**config.mk**
```make
export PLATFORM = sky130hd
export DESIGN_NAME = irq_route_arbiter
export DESIGN_NICKNAME = d
export VERILOG_FILES = /design/src/rtl/irq_route_pkg.sv /design/src/rtl/irq_pending_build.sv /design/src/rtl/irq_candidate_filter.sv /design/src/rtl/irq_priority_pick.sv /design/src/rtl/irq_route_arbiter.sv
export SDC_FILE = /design/constraint.sdc
export NUM_CORES = 1
export LEC_CHECK = 0
export BUFFER_PORTS_ARGS = -buffer_cell sky130_fd_sc_hd__buf_2
export CAP_MARGIN = 10
export CORE_MARGIN = 2
export CORE_UTILIZATION = 29
export DETAILED_ROUTE_END_ITERATION = 10
export GPL_TIMING_DRIVEN = 0
export MAX_ROUTING_LAYER = met4
export PLACE_DENSITY = 0.81
export SYNTH_ARGS = -nofsm -noshare
export SYNTH_HDL_FRONTEND = slang
export SYNTH_SLANG_ARGS = --single-unit
export TNS_END_PERCENT = 10
```
**constraint.sdc**
```tcl
create_clock -name vclk -period 1.1
set_input_delay 0.165 -clock vclk [all_inputs]
set_output_delay 0.165 -clock vclk [all_outputs]
set_load 0.01 [all_outputs]
```
**src/rtl/irq_route_pkg.sv**
```systemverilog
package irq_route_pkg;

   localparam int IRQ_W   = 12;
   localparam int NSRC    = 6;
   localparam int SLOT_W  = $clog2(NSRC);

   typedef enum logic [1:0] {
      PRIV_USER  = 2'd0,
      PRIV_SUPER = 2'd1,
      PRIV_RSVD  = 2'd2,
      PRIV_MACH  = 2'd3
   } priv_e;

   // Pending bit index served by each priority slot, slot 0 highest.
   function automatic logic [3:0] slot_code(input int slot);
      case (slot)
         0:       slot_code = 4'd11;
         1:       slot_code = 4'd3;
         2:       slot_code = 4'd7;
         3:       slot_code = 4'd9;
         4:       slot_code = 4'd1;
         default: slot_code = 4'd5;
      endcase
   endfunction

   // Low two bits of the code carry the level: 3 machine, 1 supervisor.
   function automatic logic code_is_machine(input logic [3:0] code);
      code_is_machine = (code[1:0] == 2'd3);
   endfunction

endpackage

```
**src/rtl/irq_pending_build.sv**
```systemverilog
module irq_pending_build
   import irq_route_pkg::*;
#(
   parameter bit HAS_SMODE = 1'b1
) (
   input  logic              sw_irq,
   input  logic              timer_irq,
   input  logic              ext_irq,
   input  logic [IRQ_W-1:0]  deleg,
   output logic [IRQ_W-1:0]  pend
);

   logic [IRQ_W-1:0] unused_deleg;
   assign unused_deleg = deleg;

   logic [IRQ_W-1:0] mach_bits;
   logic [IRQ_W-1:0] sup_bits;

   always_comb begin
      mach_bits     = '0;
      mach_bits[11] = ext_irq;
      mach_bits[7]  = timer_irq;
      mach_bits[3]  = sw_irq;
   end

   generate
      if (HAS_SMODE) begin : g_smode
         always_comb begin
            sup_bits    = '0;
            sup_bits[9] = ext_irq   & deleg[9];
            sup_bits[5] = timer_irq & deleg[5];
            sup_bits[1] = sw_irq    & deleg[1];
         end
      end else begin : g_no_smode
         assign sup_bits = '0;
      end
   endgenerate

   assign pend = mach_bits | sup_bits;

endmodule

```
**src/rtl/irq_candidate_filter.sv**
```systemverilog
module irq_candidate_filter
   import irq_route_pkg::*;
(
   input  logic [IRQ_W-1:0] pend,
   input  logic [IRQ_W-1:0] en,
   input  logic             mie_global,
   input  logic             sie_global,
   input  logic [1:0]       priv,
   output logic [NSRC-1:0]  allowed
);

   logic unused_en;
   assign unused_en = ^{en[10], en[8], en[6], en[4], en[2], en[0]};

   logic in_mach;
   logic in_super;
   assign in_mach  = (priv == PRIV_MACH);
   assign in_super = (priv == PRIV_SUPER);

   generate
      for (genvar s = 0; s < NSRC; s++) begin : g_slot
         localparam logic [3:0] CODE    = slot_code(s);
         localparam bit         MLEVEL  = code_is_machine(CODE);
         logic cand;
         logic gate;
         assign cand = pend[CODE] & en[CODE];
         if (MLEVEL) begin : g_m
            assign gate = in_mach ? mie_global : 1'b1;
         end else begin : g_s
            assign gate = in_mach ? mie_global : (in_super ? sie_global : 1'b1);
         end
         assign allowed[s] = cand & gate;
      end
   endgenerate

endmodule

```
**src/rtl/irq_priority_pick.sv**
```systemverilog
module irq_priority_pick
   import irq_route_pkg::*;
(
   input  logic [NSRC-1:0]   req,
   output logic              hit,
   output logic [SLOT_W-1:0] slot
);

   always_comb begin
      hit  = 1'b0;
      slot = '0;
      for (int s = NSRC - 1; s >= 0; s--) begin
         if (req[s]) begin
            hit  = 1'b1;
            slot = SLOT_W'(s);
         end
      end
   end

   always_comb begin
      if (hit) assert_winner_req_R7: assert (req[slot])
         else $error("winner slot not requesting");
      if (hit) assert_winner_top_R7: assert ((req & ((NSRC'(1) << slot) - NSRC'(1))) == '0)
         else $error("higher priority slot skipped");
   end

endmodule

```
**src/rtl/irq_route_arbiter.sv**
```systemverilog
module irq_route_arbiter
   import irq_route_pkg::*;
#(
   parameter int XLEN      = 64,
   parameter bit HAS_SMODE = 1'b1
) (
   input  logic               i_sw_irq,
   input  logic               i_timer_irq,
   input  logic               i_ext_irq,
   input  logic [IRQ_W-1:0]   i_deleg,
   input  logic [IRQ_W-1:0]   i_irq_en,
   input  logic               i_mie_global,
   input  logic               i_sie_global,
   input  logic [1:0]         i_priv,
   input  logic               i_instr_valid,
   output logic [IRQ_W-1:0]   o_pending,
   output logic               o_take,
   output logic [XLEN-1:0]    o_cause,
   output logic [1:0]         o_target_priv
);

   localparam int CAUSE_PAD = XLEN - 5;

   generate
      if (XLEN != 32 && XLEN != 64) begin : g_bad_xlen
         $error("XLEN must be 32 or 64");
      end
   endgenerate

   logic [NSRC-1:0]   allowed;
   logic              hit;
   logic [SLOT_W-1:0] win_slot;
   logic [3:0]        win_code;

   irq_pending_build #(.HAS_SMODE(HAS_SMODE)) u_pend (
      .sw_irq    (i_sw_irq),
      .timer_irq (i_timer_irq),
      .ext_irq   (i_ext_irq),
      .deleg     (i_deleg),
      .pend      (o_pending)
   );

   irq_candidate_filter u_filt (
      .pend       (o_pending),
      .en         (i_irq_en),
      .mie_global (i_mie_global),
      .sie_global (i_sie_global),
      .priv       (i_priv),
      .allowed    (allowed)
   );

   irq_priority_pick u_pick (
      .req  (allowed),
      .hit  (hit),
      .slot (win_slot)
   );

   assign win_code = slot_code(int'(win_slot));
   assign o_take   = hit & i_instr_valid;

   always_comb begin
      if (o_take) begin
         o_cause       = {1'b1, {CAUSE_PAD{1'b0}}, win_code};
         o_target_priv = (i_priv == PRIV_MACH || code_is_machine(win_code))
                         ? PRIV_MACH : PRIV_SUPER;
      end else begin
         o_cause       = '0;
         o_target_priv = PRIV_MACH;
      end
   end

   always_comb begin
      assert_sup_implies_mach_R2: assert ((o_pending[9] -> o_pending[11]) &&
                                          (o_pending[5] -> o_pending[7]) &&
                                          (o_pending[1] -> o_pending[3]))
         else $error("supervisor pending bit without machine twin");
      if (o_take) assert_take_needs_valid_R9: assert (i_instr_valid)
         else $error("take without valid instruction");
      if (o_take && i_priv == PRIV_MACH) assert_mach_needs_mie_R4: assert (i_mie_global)
         else $error("machine mode take with global enable clear");
      if (o_take) assert_cause_enabled_R3: assert (o_cause[XLEN-1] &&
                                                    o_pending[o_cause[3:0]] &&
                                                    i_irq_en[o_cause[3:0]])
         else $error("cause names a non-candidate");
      if (o_take && o_target_priv == PRIV_SUPER) assert_sup_target_R6: assert (i_priv != PRIV_MACH)
         else $error("supervisor target while in machine mode");
      if (!o_take) assert_idle_outputs_R10: assert (o_cause == '0 && o_target_priv == PRIV_MACH)
         else $error("idle outputs wrong");
   end

endmodule

```
==> results.yml <==
yosys:
  yosys-top-cells-area: "buf_4, nand3_1, and2_1"
  netlist_instances: 109
  synth_most_common_cell: "buf_4"
  yosysSeqAreaShare: 0
  syn-cell-area_um2: 770.7
  netlist.area_leader.share: 0.6916
  ys_warn_count: 0
  yosys.cell_types.count: 24
  syn-mean-instance-area_um2: 7.071
  synthTopCellsByCount: "buf_4, nand3_1, nand2_1, a21oi_1, and2_1"
  synth_top_cell_by_area: "buf_4"
floorplan:
  start_util: 0.3083
  ioPinCount: 111
  die_x_um: 55.56
  std_cell_rows: 18
  die_height_um: 55.56
  die_area_mm2: 0.003086
  coreArea_mm2: 0.002500
critical_path:
  setup.worst_path.end_class: "output port"
  start_kind: "primary input"
  worstPathArrival_ns: 1.26
  cp_data_required_time_ns: 0.94
  worst-setup-path-type: "in2out"
  critPathMaxFanout: 5
sta:
  timing.fmax_ghz: 0.7033
  drv_slew: 0
  setup_slack_ns: -0.3219
  final.setup.tns_ns: -1.679
  min_period_ns: 1.422
  setup_viol: 7
  rsz0062_at_grt: "yes"
  period_share: 1.293
  hold_viol_final: 0
routing:
  vias: 764
  avgViaCountPerCell: 3.265
  drt_first_pass_iters: 3
  wirelength_um: 1801
  ant_nets: 0
  drc: 0
  drt_iter0_drc: 2
  wl_per_cell_um: 7.697
place:
  port-buffer-count: 30
  dp.final_hpwl_um: 1633
  gp_congestion: 0.7598
layout:
  area_growth_pct: 65.91
  drive_gt1_frac: 0.5735
  layout.nets: 238
  nFlopsAndLatches: 0
  clock_buffers: 0
  post-route-util: 0.5115
  antenna_cells: 0
  regArea_um2: 0
power_and_ir_drop:
  p_leak_uw: 0.0008445
  peakVddDrop_uv: 210.3
  p_per_area_mw_per_mm2: 401.3
hold_path:
  whs_path_depth: 3
  min_path_type: "in2out"
run_status:
  violations: "negative setup slack"
  status: "complete, but fails checks"
global_route:
  grt_max_degree: 6
  grt_overflow: 0
  track_usage: 0.09921
  antenna_found_initial: 0
  grt_pass1_vias: 677
  grt_pass1_wl_um: 2601
run:
  cap_violations: 0
report_power, final:
part	switching [uW]	leakage, uW	total, uW	internal [uW]
clock	0	0	0	0
sequential	0	0	0	0
combinational	247	0.000845	513	266
worst max-delay path, stage by stage:
cell and delay (ns):
buf_6 0.09, mux2i_4 0.22, nand2_2 0.11, a21boi_1 0.14, o21a_2 0.23, nor3b_4 0.15
buf_2 0.14
layer usage:
layer | part of all wire | global-route usage
met5 | 0 | -
met4 | 0 | 0
met3 | 0.11 | 0.01874
met2 | 0.57 | 0.2211
met1 | 0.32 | 0.08683
kinds of logic after synthesis:
family / synth area share
AO/OA/AOI/OAI: 0.1250
AND/OR/NAND/NOR: 0.1607
multiplexers: 0.01299
buffers and inverters: 0.6916
other: 0.009744
timing repair:
item	4_1_cts	5_1_grt
setup endpoints to repair	7	7
pin swaps	6	0
hold buffers	0	0
resized for setup	7	3
endpoints found under the hold margin	0	0
setup buffers	1	0
metrics by stage:
step / hold WS, ns / worst slack [ns] / cells / area [um2] / total power [uW]
2_1_floorplan: 0.4218 / -0.06197 / 173 / 1035 / 387.0
3_3_place_gp: 0.6275 / -0.3926 / 233 / 1222 / 468.6
3_5_place_dp: 0.6380 / -0.3969 / 233 / 1222 / 471.7
4_1_cts: 0.6437 / -0.3049 / 234 / 1257 / 487.5
5_1_grt: 0.6705 / -0.3876 / 234 / 1279 / 555.0
6_report: 0.6391 / -0.3219 / 234 / 1279 / 513.1
area by class of cell:
cell class                 count  area [um2]
multi-input combinational    102       544.3
fill                         268        1221
buffer                        71       533.0
timing repair buffer          31       163.9
tap                           30       37.54
cells in the final DEF, fill, tap and decap left out:
| cell | synthesis | routed |
|---|---|---|
| nand2_1 | 4 | 4 |
| and3_1 | 1 | 1 |
| conb_1 | 2 | 66 |
| buf_6 | 0 | 1 |
| nor2_1 | 2 | 1 |
| and2_1 | 3 | 3 |
| a21oi_4 | 0 | 1 |
| and2_2 | 1 | 1 |
| o22ai_2 | 0 | 1 |
| a31oi_1 | 2 | 1 |
| a31oi_2 | 0 | 1 |
| nor3b_4 | 0 | 1 |
| o32ai_2 | 0 | 1 |
| mux2i_4 | 0 | 1 |
| nand3_1 | 5 | 5 |
| nand2_2 | 1 | 1 |
| o21a_2 | 0 | 1 |
| buf_2 | 0 | 29 |
| and3b_2 | 1 | 1 |
| nor2_2 | 0 | 1 |
| and3_4 | 0 | 1 |
| a21boi_1 | 1 | 1 |
| a21oi_2 | 0 | 1 |
| a22oi_2 | 0 | 1 |
| nand3b_1 | 1 | 1 |
| a41o_2 | 1 | 1 |
| o21ai_0 | 2 | 2 |
| o211a_1 | 1 | 1 |
| a21oi_1 | 3 | 1 |
| buf_4 | 71 | 72 |
worst paths after layout:
path | startpoint | end
min | i_deleg[1] | o_pending[1]
max | i_priv[1] | o_cause[2]
Power figures use the tool's default switching activity.
